### config.mk
export PLATFORM = sky130hd
export DESIGN_NAME = ptmr_top
export DESIGN_NICKNAME = d
export VERILOG_FILES = /design/src/rtl/ptmr_pkg.sv /design/src/rtl/ptmr_edge_sync.sv /design/src/rtl/ptmr_tick_src.sv /design/src/rtl/ptmr_prescaler.sv /design/src/rtl/ptmr_downcount.sv /design/src/rtl/ptmr_top.sv
export SDC_FILE = /design/constraint.sdc
export NUM_CORES = 1
export LEC_CHECK = 0
export ABC_AREA = 1
export BUFFER_PORTS_ARGS = -buffer_cell sky130_fd_sc_hd__buf_2
export CAP_MARGIN = 20
export CORE_ASPECT_RATIO = 1.5
export CORE_MARGIN = 1
export CORE_UTILIZATION = 50
export CTS_BUF_LIST = sky130_fd_sc_hd__clkbuf_8
export DETAILED_ROUTE_END_ITERATION = 10
export HOLD_SLACK_MARGIN = 0.03
export PLACE_DENSITY_LB_ADDON = 0.12
export SLEW_MARGIN = 20
export SYNTH_ARGS = -nofsm -noshare
export SYNTH_HDL_FRONTEND = slang
export SYNTH_SLANG_ARGS = --single-unit
### constraint.sdc
create_clock -name clk -period 1.5 [get_ports clk]
set_clock_uncertainty 0.1 [all_clocks]
set_input_delay 0.375 -clock clk [delete_from_list [all_inputs] [get_ports clk]]
set_output_delay 0.375 -clock clk [all_outputs]
set_load 0.03 [all_outputs]
### src/rtl/ptmr_pkg.sv
package ptmr_pkg;

    typedef enum logic [2:0] {
        SRC_INT       = 3'd0,
        SRC_EXTCLK    = 3'd1,
        SRC_TRIG_ONCE = 3'd2,
        SRC_TRIG_RE   = 3'd3,
        SRC_GATE      = 3'd4
    } src_mode_e;

    // Decoded command set for one clock edge, after priority is applied
    typedef struct packed {
        logic halt;
        logic start;
        logic resume;
        logic trig;
    } ctl_t;

    function automatic logic is_trig_mode(input logic [2:0] m);
        return (m == SRC_TRIG_ONCE) || (m == SRC_TRIG_RE);
    endfunction

    function automatic ctl_t resolve_ctl(input logic halt, input logic start,
                                         input logic resume, input logic trig);
        ctl_t c;
        c.halt   = halt;
        c.start  = !halt && start;
        c.resume = !halt && !start && resume;
        c.trig   = !halt && !start && !resume && trig;
        return c;
    endfunction

endpackage

### src/rtl/ptmr_edge_sync.sv
module ptmr_edge_sync #(
    parameter int STAGES = 2
) (
    input  logic clk,
    input  logic rst,
    input  logic async_in,
    output logic level,
    output logic rise
);
    logic [STAGES-1:0] chain;
    logic              prev;

    always_ff @(posedge clk) begin
        if (rst) chain[0] <= 1'b0;
        else     chain[0] <= async_in;
    end

    for (genvar i = 1; i < STAGES; i++) begin : g_stage
        always_ff @(posedge clk) begin
            if (rst) chain[i] <= 1'b0;
            else     chain[i] <= chain[i-1];
        end
    end

    always_ff @(posedge clk) begin
        if (rst) prev <= 1'b0;
        else     prev <= chain[STAGES-1];
    end

    assign level = chain[STAGES-1];
    assign rise  = chain[STAGES-1] && !prev;
endmodule

### src/rtl/ptmr_tick_src.sv
module ptmr_tick_src
    import ptmr_pkg::*;
#(
    parameter int DIV = 4
) (
    input  logic       clk,
    input  logic       rst,
    input  logic [2:0] mode,
    input  logic       pin_level,
    input  logic       pin_rise,
    output logic       tick
);
    localparam int DW = (DIV > 1) ? $clog2(DIV) : 1;
    localparam logic [DW-1:0] LAST = DW'(DIV - 1);

    logic [DW-1:0] phase;
    logic          int_tick;

    always_ff @(posedge clk) begin
        if (rst)                phase <= '0;
        else if (phase == LAST) phase <= '0;
        else                    phase <= phase + DW'(1);
    end

    assign int_tick = (phase == LAST);

    always_comb begin
        case (src_mode_e'(mode))
            SRC_EXTCLK: tick = pin_rise;
            SRC_GATE:   tick = int_tick && pin_level;
            default:    tick = int_tick;
        endcase
    end
endmodule

### src/rtl/ptmr_prescaler.sv
module ptmr_prescaler #(
    parameter int W = 6
) (
    input  logic         clk,
    input  logic         rst,
    input  logic         load,
    input  logic         advance,
    input  logic [W-1:0] div_cfg,
    output logic         wrap
);
    // Holds (remaining - 1); a config of 0 therefore reloads all ones = 2**W
    logic [W-1:0] rem;
    logic [W-1:0] start_val;

    assign start_val = div_cfg - W'(1);
    assign wrap      = advance && (rem == '0);

    always_ff @(posedge clk) begin
        if (rst)               rem <= '0;
        else if (load)         rem <= start_val;
        else if (advance) begin
            if (rem == '0)     rem <= start_val;
            else               rem <= rem - W'(1);
        end
    end
endmodule

### src/rtl/ptmr_downcount.sv
module ptmr_downcount #(
    parameter int W = 8
) (
    input  logic         clk,
    input  logic         rst,
    input  logic         load,
    input  logic         step,
    input  logic         reload_en,
    input  logic [W-1:0] init_val,
    output logic [W-1:0] value,
    output logic         eoc
);
    localparam logic [W-1:0] ONE = W'(1);

    assign eoc = step && (value == ONE);

    always_ff @(posedge clk) begin
        if (rst)                value <= '0;
        else if (load)          value <= init_val;
        else if (step) begin
            if (value == ONE)   value <= reload_en ? init_val : '0;
            else                value <= value - ONE;
        end
    end
endmodule

### src/rtl/ptmr_top.sv
module ptmr_top
    import ptmr_pkg::*;
#(
    parameter int PRE_W     = 6,
    parameter int CNT_W     = 8,
    parameter int INT_DIV   = 4,
    parameter int SYNC_STGS = 2
) (
    input  logic             clk,
    input  logic             rst,
    input  logic [2:0]       cfg_mode,
    input  logic             cfg_reload,
    input  logic [PRE_W-1:0] cfg_pre,
    input  logic [CNT_W-1:0] cfg_init,
    input  logic             cmd_halt,
    input  logic             cmd_start,
    input  logic             cmd_resume,
    input  logic             ext_in,
    output logic [CNT_W-1:0] cnt_value,
    output logic             running,
    output logic             irq
);
    logic pin_level, pin_rise, tick;
    logic armed, run_q, irq_q;
    logic trig_req, load, advance, pre_wrap, eoc;
    ctl_t ctl;

    ptmr_edge_sync #(.STAGES(SYNC_STGS)) u_sync (
        .clk(clk), .rst(rst), .async_in(ext_in),
        .level(pin_level), .rise(pin_rise)
    );

    ptmr_tick_src #(.DIV(INT_DIV)) u_tick (
        .clk(clk), .rst(rst), .mode(cfg_mode),
        .pin_level(pin_level), .pin_rise(pin_rise), .tick(tick)
    );

    // Trigger firing: one-shot needs an idle counter, retrigger fires whenever armed
    always_comb begin
        trig_req = 1'b0;
        if (armed && pin_rise) begin
            if (src_mode_e'(cfg_mode) == SRC_TRIG_RE)        trig_req = 1'b1;
            else if (src_mode_e'(cfg_mode) == SRC_TRIG_ONCE) trig_req = !run_q;
        end
    end

    assign ctl     = resolve_ctl(cmd_halt, cmd_start, cmd_resume, trig_req);
    assign load    = ctl.start || ctl.trig;
    assign advance = run_q && tick && !ctl.halt && !ctl.start && !ctl.resume && !ctl.trig;

    ptmr_prescaler #(.W(PRE_W)) u_pre (
        .clk(clk), .rst(rst), .load(load), .advance(advance),
        .div_cfg(cfg_pre), .wrap(pre_wrap)
    );

    ptmr_downcount #(.W(CNT_W)) u_cnt (
        .clk(clk), .rst(rst), .load(load), .step(pre_wrap),
        .reload_en(cfg_reload), .init_val(cfg_init),
        .value(cnt_value), .eoc(eoc)
    );

    always_ff @(posedge clk) begin
        if (rst) begin
            armed <= 1'b0;
            run_q <= 1'b0;
            irq_q <= 1'b0;
        end else begin
            irq_q <= eoc;
            if (ctl.halt) begin
                armed <= 1'b0;
                run_q <= 1'b0;
            end else if (ctl.start) begin
                armed <= 1'b1;
                run_q <= !is_trig_mode(cfg_mode);
            end else if (ctl.resume) begin
                armed <= 1'b1;
                run_q <= 1'b1;
            end else if (ctl.trig) begin
                run_q <= 1'b1;
            end else if (eoc && !cfg_reload) begin
                run_q <= 1'b0;
            end
        end
    end

    assign running = run_q;
    assign irq     = irq_q;
endmodule

# After elaboration in Yosys (flattened, before gate mapping)
# Cells that the tools add are included.
[totals]
ff_bits = 22
input_bits = 24
word_cells = 71
[op_classes]
addsub = 4
n_eq_ne = 6
muxes = 17
n_reduce_logical = 35
[ops]
columns = ["op", "n"]
rows = [
  ["8-bit 2-to-1 mux", 4],
  ["6-bit 2-to-1 mux", 3],
  ["1-bit logical AND", 16],
  ["6-bit by 1-bit subtractor with 6-bit output (second input constant)", 2],
  ["1-bit logical NOT", 10],
  ["1-bit 2-to-1 mux", 9],
  ["8-bit by 1-bit equality test with 1-bit output (second input constant)", 1],
  ["8-bit by 1-bit subtractor with 8-bit output (second input constant)", 1],
  ["3-bit by 2-bit equality test with 1-bit output (second input constant)", 2],
  ["6-bit logical NOT", 1],
  ["2-bit nonzero test", 3],
  ["4-bit nonzero test", 1],
  ["2-bit OR reduction", 2],
  ["3-bit by 1-bit equality test with 1-bit output (second input constant)", 1],
  ["3-bit equality test (second input constant)", 1],
  ["2-bit by 1-bit adder with 2-bit output (second input constant)", 1],
  ["2-bit equality test (second input constant)", 1],
  ["1-bit logical OR", 2],
  ["1-bit one-hot mux with 2 select lines", 1],
]

# Logic depth before layout (Yosys ltp)
[depth]
depth_word = 15
depth_mapped = 13
ltp_nobuf = 12

# By module
# A second synthesis with hierarchy kept.
[hier_totals]
hier_cells = 246
hier_area_um2 = 1530.2
[modules_own_cells]
columns = ["mod", "n_inst", "cells_per_inst", "area_per_inst_um2", "seq_area_each_um2"]
rows = [
  ["ptmr_downcount", 1, 105, 634.4, 160.2],
  ["ptmr_prescaler", 1, 88, 530.5, 120.1],
  ["ptmr_top", 1, 27, 170.2, 60.1],
  ["ptmr_tick_src", 1, 16, 108.9, 40.0],
  ["ptmr_edge_sync", 1, 10, 86.3, 60.1],
]

# Worst setup path before layout
# No wires, ideal clock.
[synth_path]
path_type = "flip-flop to flip-flop"
startpoint = "register u_cnt.value[1]"
endpoint = "register u_cnt.value[7]"
t_arrival_ns = 1.480
t_required_ns = 1.336
slack_ns = -0.144
path_stages_with_launch = 10
n_path_buf = 0
synth_period_minus_slack_ns = 1.644
cell_sequence = "dfxtp_1 > inv_1 > ha_1 > nand3_1 > nor2_1 > nor2_1 > nand2_1 > nand2_1 > nor2_1 > nor2_1"
[synth_via]
elab_chain_len = 4
elab_cells_between_ends = 5
cone_classes = "add/sub: 1; eq/ne: 1; mux: 3"
[synth_lines]
columns = ["item", "line", "source"]
rows = [
  ["start, declared", "ptmr_downcount.sv:10", "output logic [W-1:0] value,"],
  ["start signal, assigned", "ptmr_downcount.sv:19", "else if (load) value <= init_val;"],
  ["start signal, assigned", "ptmr_downcount.sv:21", "if (value == ONE) value <= reload_en ? init_val : '0;"],
  ["start signal, assigned", "ptmr_downcount.sv:22", "else value <= value - ONE;"],
  ["8-bit by 1-bit subtractor with 8-bit output / 8-bit by 1-bit equality test with 1-bit output (equally long branches)", "ptmr_downcount.sv:22, ptmr_downcount.sv:21", ""],
  ["8-bit 2-to-1 mux *", "ptmr_downcount.sv:21", ""],
  ["8-bit 2-to-1 mux *", "ptmr_downcount.sv:20", "else if (step) begin"],
  ["8-bit 2-to-1 mux *", "ptmr_downcount.sv:19", ""],
]
# Mark *: on every way between the ends. The rest lies on a longest branch, timed or not. The select of a mux whose other input is x is not followed.
# A chain may end at the register's enable or synchronous reset.

# Worst setup path in the final report
[layout_path]
startpoint = "register u_pre.rem[0]"
endpoint = "register run_q, in the netlist running"
[layout_via]
elab_chain_len = 5
[layout_lines]
columns = ["item", "line", "source"]
rows = [
  ["start, declared", "ptmr_prescaler.sv:12", "logic [W-1:0] rem;"],
  ["start signal, assigned", "ptmr_prescaler.sv:20", "else if (load) rem <= start_val;"],
  ["start signal, assigned", "ptmr_prescaler.sv:22", "if (rem == '0) rem <= start_val;"],
  ["start signal, assigned", "ptmr_prescaler.sv:23", "else rem <= rem - W'(1);"],
  ["6-bit logical NOT", "ptmr_prescaler.sv:16", "assign wrap = advance && (rem == '0);"],
  ["1-bit logical AND", "ptmr_prescaler.sv:16", ""],
  ["1-bit logical AND", "ptmr_downcount.sv:15", "assign eoc = step && (value == ONE);"],
  ["1-bit logical AND", "ptmr_top.sv:80", "end else if (eoc && !cfg_reload) begin"],
  ["4-bit nonzero test (no source line)", "-", ""],
  ["end signal, assigned", "ptmr_top.sv:74", "run_q <= !is_trig_mode(cfg_mode);"],
  ["end, declared", "ptmr_top.sv:24", "logic armed, run_q, irq_q;"],
]
# Every way passes these cells.

==> flow_summary.ini <==
[status]
run_status = finished, violations left
failed_checks = negative setup slack

[logic_synthesis]
ys_ff_latch = 22
synth_top_cell_area_share = 0.287
syn_area_um2 = 1540
synth_area_per_cell_um2 = 6.07
synth_area_leader_cell = dfxtp_1
synthTopCellsByArea = dfxtp_1 (29%), nand2_1 (22%), nor2_1 (9.3%)
synth_cell_type_count = 27
yosysWarnings = 0
synth_fp_nets = 283
ys_seq_area_frac = 0.287
synthCells = 253

[global_routing]
grt_util_all_layers = 0.235
antenna_found_initial = 0
grt_pass1_vias = 1517
grt_pass1_wl_um = 5840
globalRouteOverflowTotal = 0
grt_max_degree = 17

[power]
p_leak_nw = 1.25
power_w = 0.00196
net-switching-power_w = 0.000727
p_sw_frac = 0.371
intPower_w = 0.00123
max-vdd-ir-drop_mv = 0.641
power_density_nw_per_um2 = 818
clkPwrFrac = 0.220
pwr-share-comb = 0.443
power.share.sequential = 0.338

[routing]
post_drt_wl_per_cell_um = 11.8
drc_errors = 0
routed_wl_um = 4340
vias = 1833
drtIter0Drc = 44
dr.pass1.iters = 4
drtAntennaViolNets = 0
viasPerCell = 4.98

[place]
pre_cts_ws_ps = -189
dp_hpwl_um = 2850
port_buffers = 33
gp_congestion = 0.806

[floorplan]
die_w_um = 47.2
die_area_um2 = 3300
start_util = 0.527
io_pins = 34
die_h_um = 69.9
coreArea_um2 = 2910
rows = 24

[sta]
setup_ws_ps = -54.5
drv_slew = 0
max_freq_mhz = 643
maxSlewHeadroom = 0.803
period_share = 1.04
setup_violations = 2
rsz0062_at_grt = yes
finalHoldWorstSlack_ps = 211
worstMarginPinSlew_ps = 295
min_period_ps = 1550
hold_viol_final = 0

[layout]
antenna_cells = 0
area_growth_pct = 56.2
nNetsFinal = 360
n_fill_cell = 202
layout-drive-gt1-share = 0.450

[critical_path]
end_kind = flop
critical_path_required_ps = 1550
critical_path_arrival_ps = 1610
crit_type = reg2reg
start_kind = flop
cp_max_fo = 3

[clocking]
htreeDepth = 1
clock_latency_ps = 260
cts_sinks = 22
cts_tree = yes
clock-root-buffer = clkbuf_8
cts_buffers = 3
clk_pin_slew_ps = 80
cts_max_path_buffers = 2

[job]
drv_cap = 0

[worst_hold_path]
min_path_type = in2reg
area by class of cell:
type	instances	area (um^2)	area share
tap	39	48.8	0.0204
clock buffer	4	55.1	0.0230
multi-input combinational	193	1170	0.486
timing repair buffer	74	504	0.210
inverter	36	171	0.0715
sequential	22	452	0.188
cells in the final DEF (no fill, tap or decap), types with 2 or more instances in the layout:
cell and instances:
a21oi_1 4, a21oi_2 5, buf_2 33, buf_4 35, buf_6 5, clkbuf_8 4, dfxtp_1 15, dfxtp_2 6
ha_1 2, ha_4 3, inv_1 25, inv_2 6, inv_4 2, inv_8 2, nand2_1 71, nand2_2 19
nand2_4 4, nand2_8 3, nand3_1 9, nand3_2 4, nand3b_1 2, nand4_1 4, nor2_1 30, nor2_2 7
nor2_4 5, o21ai_0 3, xnor2_1 2, xor2_1 7
worst paths after layout:
| path | to | slack [ps] | depth (start not counted) | from |
|---|---|---|---|---|
| min | u_sync.chain[0] | 210 | 3 | ext_in |
| max | running | -50 | 10 | u_pre.rem[0] |
| min reg2reg | u_sync.level | 300 | 2 | u_sync.chain[0] |
| max reg2reg | running | -50 | 10 | u_pre.rem[0] |
sequential cells by signal, summed over array words and instances, names as in the netlist:
register      cells
u_cnt.value       8
u_pre.rem         6
u_tick.phase      2
armed             1
irq               1
running           1
u_sync.chain      1
u_sync.level      1
u_sync.prev       1
repair_timing:
action / 4_1_cts / 5_1_grt
pin swaps: 2 / 33
hold buffers: 0 / 0
setup endpoints to repair: 13 / 15
buffers inserted: 0 / 4
gates cloned: 0 / 1
resized for setup: 5 / 60
worst max-delay path: stages (launching register included):
cell,delay [ps]
dfxtp_2,340
inv_2,80
ha_4,140
nand2_4,50
nor2_4,160
buf_6,140
nand2_2,60
nor2_1,110
nand3_1,90
nand2_1,100
a21oi_2,50
cells in the mapped netlist:
library cell  number
a21oi_1            9
a31oi_1            1
buf_2              1
buf_6              1
clkbuf_1           1
dfxtp_1           22
ha_1               6
inv_1             32
inv_2              3
inv_4              1
nand2_1           89
nand2_2            4
nand2_4            3
nand3_1           13
nand3_2            1
nand3b_1           2
nand4_1            4
nor2_1            38
nor2_2             4
nor3_1             1
nor3b_1            1
nor4_1             1
o211ai_1           1
o21ai_0            4
o311a_1            1
xnor2_1            2
xor2_1             7
metal layers:
metal | global-route usage | up-vias | part of all wire
li1 | - | 928 | -
met1 | 0.249 | 850 | 0.38
met2 | 0.435 | 44 | 0.57
met3 | 0.0233 | 11 | 0.025
met4 | 0.0889 | 0 | 0.025
met5 | 0 | - | 0
power by group through the flow:
stage / combinational (W) / sequential (W) / clock, W
after floorplan: 0.000414 / 0.000713 / 0
after global placement: 0.000699 / 0.000668 / 0
after detailed placement: 0.000708 / 0.000669 / 0
after CTS: 0.000721 / 0.000656 / 0.000435
after global routing: 0.000950 / 0.000667 / 0.000464
final: 0.000868 / 0.000662 / 0.000431
stage by stage:
stage           util  setup TNS [ps]  instance area (um^2)  cells
6_report       0.823           -66.5                  2400    368
3_5_place_dp   0.719           -2150                  2090    361
2_1_floorplan      -           -32.3                  1600    253
4_1_cts        0.743               0                  2160    364
3_3_place_gp   0.719           -1900                  2090    361
5_1_grt        0.823            -774                  2400    368
logic make-up (layout without fill, tap and decap cells):
family,count (synthesis),in the layout,share of synthesized area
DFF,22,22,0.287
adders and majority gates,6,6,0.0489
buffers and inverters,39,114,0.103
and+or+nand+nor,161,162,0.452
xor gates and xnor gates,9,9,0.0513
AOI/OAI and AO/OA,16,16,0.0579
Power figures use the tool's default switching activity.
